File: src/rtl/wc_dma_pkg.sv
package wc_dma_pkg;
  // Register select codes
  localparam logic [1:0] SEL_COUNT = 2'd0;
  localparam logic [1:0] SEL_ADDR  = 2'd1;
  localparam logic [1:0] SEL_CTRL  = 2'd2;
  localparam logic [1:0] SEL_DATA  = 2'd3;

  // Control/status bit positions (software decodes these)
  localparam int unsigned B_START  = 0;
  localparam int unsigned B_TOMEM  = 1;
  localparam int unsigned B_WAKE   = 3;
  localparam int unsigned B_EXT_LO = 4;
  localparam int unsigned B_IE     = 6;
  localparam int unsigned B_DONE   = 7;
  localparam int unsigned B_ALERT  = 13;
  localparam int unsigned B_FAULT  = 15;
endpackage

File: src/rtl/wc_dma_counters.sv
module wc_dma_counters #(
  parameter int unsigned W  = 16,
  parameter int unsigned XW = 2
) (
  input  logic            clk,
  input  logic            rst_n,
  input  logic            load_cnt,
  input  logic            load_addr,
  input  logic            load_ext,
  input  logic [W-1:0]    wdata,
  input  logic [XW-1:0]   ext_in,
  input  logic            step,
  output logic [W-1:0]    cnt_q,
  output logic [W+XW-1:0] addr_q,
  output logic            cnt_zero,
  output logic            cnt_last
);
  localparam int unsigned AW = W + XW;
  localparam logic [W-1:0]  CNT_INC  = W'(1);
  localparam logic [AW-1:0] ADDR_INC = AW'(2);

  function automatic logic [W-1:0] count_up(input logic [W-1:0] c);
    return c + CNT_INC;
  endfunction

  function automatic logic [AW-1:0] addr_step(input logic [AW-1:0] a);
    return a + ADDR_INC;
  endfunction

  always_ff @(posedge clk) begin
    if (!rst_n) begin
      cnt_q  <= '0;
      addr_q <= '0;
    end else if (step) begin
      cnt_q  <= count_up(cnt_q);
      addr_q <= addr_step(addr_q);
    end else begin
      if (load_cnt)  cnt_q          <= wdata;
      if (load_addr) addr_q[W-1:0]  <= wdata;
      if (load_ext)  addr_q[AW-1:W] <= ext_in;
    end
  end

  assign cnt_zero = (cnt_q == '0);
  assign cnt_last = (cnt_q == '1);

  assert_last_reaches_zero_R3: assert property (@(posedge clk) disable iff (!rst_n)
    (step && cnt_last) |=> cnt_zero);
  assert_addr_carry_R4: assert property (@(posedge clk) disable iff (!rst_n)
    (step && addr_q[W-1:1] == '1) |=>
      (addr_q[W-1:1] == '0 && addr_q[AW-1:W] == $past(addr_q[AW-1:W]) + XW'(1)));
  assert_count_hold_R12: assert property (@(posedge clk) disable iff (!rst_n)
    (!step && !load_cnt) |=> $stable(cnt_q));
endmodule

File: src/rtl/wc_dma_seq.sv
module wc_dma_seq #(
  parameter int unsigned W = 16
) (
  input  logic         clk,
  input  logic         rst_n,
  input  logic         ctl_wr,
  input  logic [W-1:0] ctl_data,
  input  logic         gnt,
  input  logic         err,
  input  logic         cnt_zero,
  input  logic         cnt_last,
  output logic         busy,
  output logic         done,
  output logic         alert,
  output logic         fault,
  output logic         to_mem,
  output logic         irq_en,
  output logic         step,
  output logic         idle_ctl_wr
);
  import wc_dma_pkg::*;

  logic abort_hit, fault_evt, last_ok, go_hit, clr_hit;

  assign idle_ctl_wr = ctl_wr && !busy;
  assign abort_hit   = ctl_wr && busy && ctl_data[B_ALERT] && ctl_data[B_WAKE];
  assign step        = busy && gnt && !err;
  assign fault_evt   = busy && gnt && err;
  assign last_ok     = step && cnt_last;
  assign go_hit      = idle_ctl_wr && ctl_data[B_START];
  assign clr_hit     = idle_ctl_wr && (ctl_data[B_START] || ctl_data == '0);

  always_ff @(posedge clk) begin
    if (!rst_n) begin
      busy   <= 1'b0;
      done   <= 1'b0;
      alert  <= 1'b0;
      fault  <= 1'b0;
      to_mem <= 1'b0;
      irq_en <= 1'b0;
    end else begin
      if (abort_hit || fault_evt || last_ok) busy <= 1'b0;
      else if (go_hit && !cnt_zero)          busy <= 1'b1;

      if (clr_hit)                                  done <= go_hit && cnt_zero;
      else if (abort_hit || fault_evt || last_ok)   done <= 1'b1;

      if (clr_hit)        alert <= 1'b0;
      else if (abort_hit) alert <= 1'b1;

      if (clr_hit)        fault <= 1'b0;
      else if (fault_evt) fault <= 1'b1;

      if (idle_ctl_wr) begin
        to_mem <= ctl_data[B_TOMEM];
        irq_en <= ctl_data[B_IE];
      end
    end
  end

  assert_abort_stops_R7: assert property (@(posedge clk) disable iff (!rst_n)
    abort_hit |=> (!busy && done && alert));
  assert_fault_stops_R9: assert property (@(posedge clk) disable iff (!rst_n)
    fault_evt |=> (!busy && done && fault));
  assert_empty_start_R11: assert property (@(posedge clk) disable iff (!rst_n)
    (go_hit && cnt_zero) |=> (done && !busy));
  assert_mode_frozen_R12: assert property (@(posedge clk) disable iff (!rst_n)
    $past(busy) |-> ($stable(to_mem) && $stable(irq_en)));
endmodule

File: src/rtl/wc_dma_ctrl.sv
module wc_dma_ctrl #(
  parameter int unsigned W  = 16,
  parameter int unsigned XW = 2
) (
  input  logic            clk,
  input  logic            rst_n,
  input  logic [1:0]      reg_sel,
  input  logic            reg_wr,
  input  logic [W-1:0]    reg_wdata,
  output logic [W-1:0]    reg_rdata,
  output logic            mem_req,
  output logic            mem_we,
  output logic [W+XW-1:0] mem_addr,
  output logic [W-1:0]    mem_wdata,
  input  logic [W-1:0]    mem_rdata,
  input  logic            mem_gnt,
  input  logic            mem_err,
  input  logic [W-1:0]    dev_in,
  output logic [W-1:0]    dev_out,
  output logic            dev_stb,
  output logic            irq
);
  import wc_dma_pkg::*;

  localparam int unsigned AW = W + XW;

  logic          busy, done, alert, fault, to_mem, irq_en, step, idle_ctl_wr;
  logic          cnt_zero, cnt_last, ctl_wr;
  logic [W-1:0]  cnt_q, data_q, csr;
  logic [AW-1:0] addr_q;

  assign ctl_wr = reg_wr && (reg_sel == SEL_CTRL);

  wc_dma_seq #(.W(W)) u_seq (
    .clk(clk), .rst_n(rst_n), .ctl_wr(ctl_wr), .ctl_data(reg_wdata),
    .gnt(mem_gnt), .err(mem_err), .cnt_zero(cnt_zero), .cnt_last(cnt_last),
    .busy(busy), .done(done), .alert(alert), .fault(fault),
    .to_mem(to_mem), .irq_en(irq_en), .step(step), .idle_ctl_wr(idle_ctl_wr)
  );

  wc_dma_counters #(.W(W), .XW(XW)) u_cnt (
    .clk(clk), .rst_n(rst_n),
    .load_cnt(reg_wr && !busy && reg_sel == SEL_COUNT),
    .load_addr(reg_wr && !busy && reg_sel == SEL_ADDR),
    .load_ext(idle_ctl_wr),
    .wdata(reg_wdata), .ext_in(reg_wdata[B_EXT_LO +: XW]), .step(step),
    .cnt_q(cnt_q), .addr_q(addr_q), .cnt_zero(cnt_zero), .cnt_last(cnt_last)
  );

  // Data word and device strobe
  always_ff @(posedge clk) begin
    if (!rst_n) begin
      data_q  <= '0;
      dev_stb <= 1'b0;
    end else begin
      dev_stb <= step && !to_mem;
      if (step) data_q <= to_mem ? dev_in : mem_rdata;
    end
  end

  always_comb begin
    csr = '0;
    csr[B_TOMEM]           = to_mem;
    csr[B_EXT_LO +: XW]    = addr_q[AW-1:W];
    csr[B_IE]              = irq_en;
    csr[B_DONE]            = done;
    csr[B_ALERT]           = alert;
    csr[B_FAULT]           = fault;
  end

  always_comb begin
    case (reg_sel)
      SEL_COUNT: reg_rdata = cnt_q;
      SEL_ADDR:  reg_rdata = addr_q[W-1:0];
      SEL_CTRL:  reg_rdata = csr;
      default:   reg_rdata = data_q;
    endcase
  end

  assign mem_req   = busy;
  assign mem_we    = busy && to_mem;
  assign mem_addr  = addr_q;
  assign mem_wdata = dev_in;
  assign dev_out   = data_q;
  assign irq       = irq_en && (done || alert);

  assert_dev_word_R5: assert property (@(posedge clk) disable iff (!rst_n)
    (step && !to_mem) |=> (dev_stb && dev_out == $past(mem_rdata)));
  assert_irq_end_R6: assert property (@(posedge clk) disable iff (!rst_n)
    (mem_req && irq_en && !ctl_wr && !mem_gnt) |=> (!irq || !mem_req));
  assert_req_after_last_R3: assert property (@(posedge clk) disable iff (!rst_n)
    (step && cnt_last) |=> !mem_req);
endmodule

File: config.mk
export PLATFORM = sky130hd
export DESIGN_NAME = wc_dma_ctrl
export DESIGN_NICKNAME = d
export VERILOG_FILES = /design/src/rtl/wc_dma_pkg.sv /design/src/rtl/wc_dma_counters.sv /design/src/rtl/wc_dma_seq.sv /design/src/rtl/wc_dma_ctrl.sv
export SDC_FILE = /design/constraint.sdc
export NUM_CORES = 1
export LEC_CHECK = 0
export CAP_MARGIN = 25
export CORE_UTILIZATION = 35
export DETAILED_ROUTE_END_ITERATION = 8
export DONT_BUFFER_PORTS = 1
export GPL_TIMING_DRIVEN = 0
export PLACE_DENSITY = 0.46
export SYNTH_ARGS = -nofsm -noshare
export SYNTH_HDL_FRONTEND = slang
export SYNTH_SLANG_ARGS = --single-unit
File: constraint.sdc
create_clock -name clk -period 3.3 [get_ports clk]
set_clock_uncertainty 0.1 [all_clocks]
set_input_delay 0.495 -clock clk [delete_from_list [all_inputs] [get_ports clk]]
set_output_delay 0.495 -clock clk [all_outputs]
set_load 0.01 [all_outputs]
* After elaboration in Yosys (flattened, before gate mapping)
Cells that the tools add are included.
Operators by class: add/subtract/negate cells 2, equality and inequality tests 3, muxes and demuxes 9, bitwise operators 1, reduce and logical (&&, ||, !) cells 36
Operators by type and width (number):
- $mux 16 | 4
- $pmux 16 s3 | 1
- $logic_not 16->1 | 2
- $logic_and 1x1->1 | 19
- $add 18x2->18 const B | 1
- $mux 18 | 1
- $add 16x1->16 const B | 1
- $eq 16x16->1 const B | 1
- $reduce_bool 2->1 | 4
- $logic_not 1->1 | 4
- $logic_or 1x1->1 | 4
- $reduce_or 2->1 | 2
- $eq 2x1->1 const B | 1
- $eq 2x2->1 const B | 1
- $logic_not 2->1 | 1
- $mux 1 | 2
- $mux 2 | 1
- $not 1->1 | 1
Word-level totals: register bits 57, output and inout bits 70, word-level logic and storage cells 62

* Longest topological paths before layout
word-level depth 9, depth in mapped cells 7, depth with buffers taken out 6

* Hierarchy
Synthesis repeated with hierarchy kept, for this count alone.
Unflattened totals: cell total of the unflattened synthesis 414, area, all modules 3529.6 µm²
By module, submodules not included:
- wc_dma_counters | instances 1, cells each 254, area each 1979.4 µm², sequential area each 680.7 µm²
- wc_dma_ctrl | instances 1, cells each 125, area each 1252.5 µm², sequential area each 340.3 µm²
- wc_dma_seq | instances 1, cells each 35, area each 297.8 µm², sequential area each 120.1 µm²

* Least setup slack after synthesis
Ideal clock, no wire load.
kind flip-flop to flip-flop, start register u_cnt.addr_q[1], end register u_cnt.addr_q[15], arrival time 1820 ps, required time 3126 ps, path slack 1306 ps, stages on the path, launching flop included 6, cell sequence dfxtp_1 ha_1 nand3_2 or3_4 or4_1 a31oi_1
Between the ends: cells in the longest elaborated chain, start to end 2
Ends and longest elaborated chain:
- start: declaration | line wc_dma_counters.sv:14 | output logic [W+XW-1:0] addr_q,
- start signal: assignment | line wc_dma_counters.sv:36 | addr_q <= addr_step(addr_q);
- start signal: indexed assignment | line wc_dma_counters.sv:39 | if (load_addr) addr_q[W-1:0] <= wdata;
- start signal: indexed assignment | line wc_dma_counters.sv:40 | if (load_ext) addr_q[AW-1:W] <= ext_in;
- $add 18x2->18 | line wc_dma_counters.sv:27 | return a + ADDR_INC;
- $mux 18 | line wc_dma_counters.sv:34 | end else if (step) begin
Every way passes these cells. A chain may end at the register's enable or synchronous reset.

* Worst setup path in the final report
start input port reg_sel[0], end output port reg_rdata[9]
Between the ends: cells in the longest elaborated chain, start to end 2
Ends and longest elaborated chain:
- start: declaration | line wc_dma_ctrl.sv:7 | input logic [1:0] reg_sel,
- $eq 2x2->1 (tied with other cells) | line wc_dma_ctrl.sv:72 | case (reg_sel)
- $pmux 16 s3 (*) | line wc_dma_ctrl.sv:72
- end: declaration | line wc_dma_ctrl.sv:10 | output logic [W-1:0] reg_rdata,
Every way passes the cells marked *; elsewhere a longest branch is shown, timed or not.

==> results.toml <==
[status]
status = "complete, no violations"

[timing]
rsz0062_at_grt = "false"
min_period_ns = 2.33
worstMarginPinSlew_ns = 0.714
post-route-period-util_pct = 70.6
finalSetupViolCount = 0
tns_ns = 0
relSlewSlack_pct = 52.4
timing.final.max_slew_violations = 0
max_freq_ghz = 0.429
hold_violations = 0

[placed_design]
gp_congestion = 0.843
dp.final_hpwl_um = 9770
placed_cell_area_um2 = 3770
io_buffers = 0

[setup_path]
endpoint = "reg_rdata[9]"
slowest_delay_ns = 0.38
r2r_end = "u_cnt.cnt_q[11]"
crit_path_end_kind = "output port"
crit_required_ns = 2.70
cp.depth = 4
crit_buf_inv = 2
crit_chain = "buf_2 > buf_2 > mux2i_1 > o21ai_0"
critPathKind = "input port to output port"
start_kind = "input port"
r2r_start = "u_seq.busy"
cp_top_family = "buffers and inverters"
path_common_cell = "buf_2"
crit_path_max_fanout = 10
cpMaxStageDelayCell = "buf_2"
r2r_cells = 6
critPathLaunch = "reg_sel[0]"
rrSetupSlack_ns = 0.99
cp.arrival_ns = 1.74

[synth]
synth.avg_cell_area_um2 = 8.32
synth.ff_latch_count = 57
synth-xor-area-share_pct = 0.486
synth_compound_area_share_pct = 21.5
synthMuxAreaShare_pct = 12.2
seq_area_frac_synth_pct = 31.7
ys_warn_count = 0
synth_edf_count = 0
async_reset_ff_share_pct = 0
synth_nets = 491
syn_inst = 433
synth_top_area_cell = "dfxtp_1"
synth_common_cells = "dfxtp_1, nand2_1, nor2_1"
yosys-top-cells-area = "dfxtp_1, mux2i_1, mux4_2"
yosysTopAreaCellShare_pct = 31.7
synth_top_family_by_area = "simple AND/OR/NAND/NOR gates"
yosys.area_share.adder_pct = 1.04
yosysMostFrequentCell = "dfxtp_1"
synth-simple-area-share_pct = 24.3
synth.distinct_cells = 58
syn-cell-area_um2 = 3600
synthFlopType = "dfxtp_1"

[routing]
routed_via_density = 6.04
drcViolationCount = 0
num_vias = 3506
wl_per_cell_um = 22.4
drt_iter0_markers = 251
ant_nets = 0
totalWireLength_um = 13000
dr.pass1.iters = 5

[pwr]
pwr-share-clk_pct = 39.0
switchingPower_w = 0.000415
power_leakage_nw = 1.27
swShare_pct = 27.6
ir_drop_mv = 0.118
intPower_w = 0.00108
power_density_nw_per_um2 = 381
p_seq_share_pct = 49.6
comb_power_share_pct = 11.3

[clocking]
cts_buffers = 9
htreeDepth = 3
cts_root_buffer = "clkbuf_8"
postCtsHoldBufs = 0
ctsResizeCount = 0
cts_tree = "built"
cts.reportedPaths.clkPinSlew_ns = 0.06
post_cts_buffers = 0
cts.sinks = 57
cts_buffer_depth = 2
clk_latency_ns = 0.35

[job]
maxCapViolCount = 0

[final_layout]
synthToLayoutAreaGrowth_pct = 9.13
final_area_um2 = 3930
num-nets-final = 502
diodes = 0
drive_above_1_share_pct = 12.3

[grt]
grtUsageTotal_pct = 25.6
grt_pass1_vias = 3294
grt_pass1_wl_um = 19700
antenna_found_initial = 0
grt_max_degree = 11
grt_remaining_overflow = 0

[die]
pin_count = 125
die_w_um = 103
start_util_pct = 36.5
rows = 36
die_area_um2 = 10700
die_h_um = 103
core_area_um2 = 9860

[hold_path]
min_path_type = "input port to flop"
==> per-layer routing <==
metal / part of all wire [%] / GRT usage, % / vias to the layer above
li1: - / - / 1662
met1: 44 / 33.6 / 1671
met2: 46 / 41.1 / 153
met3: 8.0 / 5.71 / 20
met4: 2.2 / 9.86 / 0
met5: 0 / 0 / -
==> cell families after synthesis <==
logic type,Yosys count
muxes,35
xor gates and xnor gates,2
adders and majority gates,3
DFF,57
and+or+nand+nor,159
AOI/OAI and AO/OA,115
buffers and inverters,62
==> worst min path at each step <==
| stage | startpoint | end | slack (ns) | cells after the start |
|---|---|---|---|---|
| finish | reg_wdata[0] | u_cnt.addr_q[0] | 0.19 | 2 |
| global route | reg_wdata[13] | u_cnt.addr_q[13] | 0.20 | 2 |
| CTS | reg_wdata[0] | u_cnt.addr_q[0] | 0.18 | 2 |
| detailed placement | u_cnt.addr_q[0] | u_cnt.addr_q[0] | 0.42 | 2 |
| global placement | u_cnt.addr_q[0] | u_cnt.addr_q[0] | 0.42 | 2 |
| floorplan | u_seq.irq_en | u_seq.irq_en | 0.38 | 2 |
==> state kept, by name (all words and copies together) (netlist names) <==
| name | count |
|---|---|
| dev_out | 16 |
| dev_stb | 1 |
| u_cnt.addr_q | 18 |
| u_cnt.cnt_q | 16 |
| u_seq.alert | 1 |
| u_seq.busy | 1 |
| u_seq.done | 1 |
| u_seq.fault | 1 |
| u_seq.irq_en | 1 |
| u_seq.to_mem | 1 |
==> placed cells by master, fill, tap and decap left out, drive strengths merged, types with 3 or more instances in the layout <==
| cell | instances |
|---|---|
| o211ai | 5 |
| o311ai | 5 |
| nor4 | 10 |
| inv | 8 |
| nand3 | 16 |
| nand2 | 39 |
| o21ai | 22 |
| a311oi | 3 |
| ha | 3 |
| and4 | 5 |
| and2 | 5 |
| dfxtp | 57 |
| a31oi | 14 |
| a211oi | 20 |
| a21oi | 22 |
| clkbuf | 34 |
| nand4 | 10 |
| nor3 | 5 |
| a32oi | 3 |
| mux4 | 7 |
| mux2i | 27 |
| nor4b | 4 |
| or4 | 6 |
| or3 | 8 |
| buf | 33 |
| o31a | 4 |
| and3 | 10 |
| nor2 | 32 |
==> power groups by stage <==
stage	sequential, W	combinational [W]	clock (W)
6_report	0.000744	0.000170	0.000586
5_1_grt	0.000747	0.000186	0.000629
4_1_cts	0.000744	0.000171	0.000597
3_5_place_dp	0.000759	0.000170	0
3_3_place_gp	0.000759	0.000170	0
2_1_floorplan	0.000746	0.000133	0
==> area by class of cell <==
class / count / area, µm²
multi-input cells: 314 / 2140
inverters: 9 / 33.8
clock buffers: 14 / 163
well taps: 133 / 166
flip-flops and latches: 57 / 1140
plain buffers: 53 / 284
fillers: 1030 / 5930
==> metrics by stage <==
stage	utilization, %	power, W	setup slack (ns)	std cells	hold WS, ns
2_1_floorplan	-	0.000879	1.31	433	0.379
3_3_place_gp	38.2	0.000929	0.898	566	0.416
3_5_place_dp	38.2	0.000929	0.923	566	0.418
4_1_cts	39.9	0.00151	0.969	580	0.179
5_1_grt	39.9	0.00156	0.822	580	0.196
6_report	39.9	0.00150	0.969	580	0.195
Note: power is estimated with default switching activity, not from simulation.
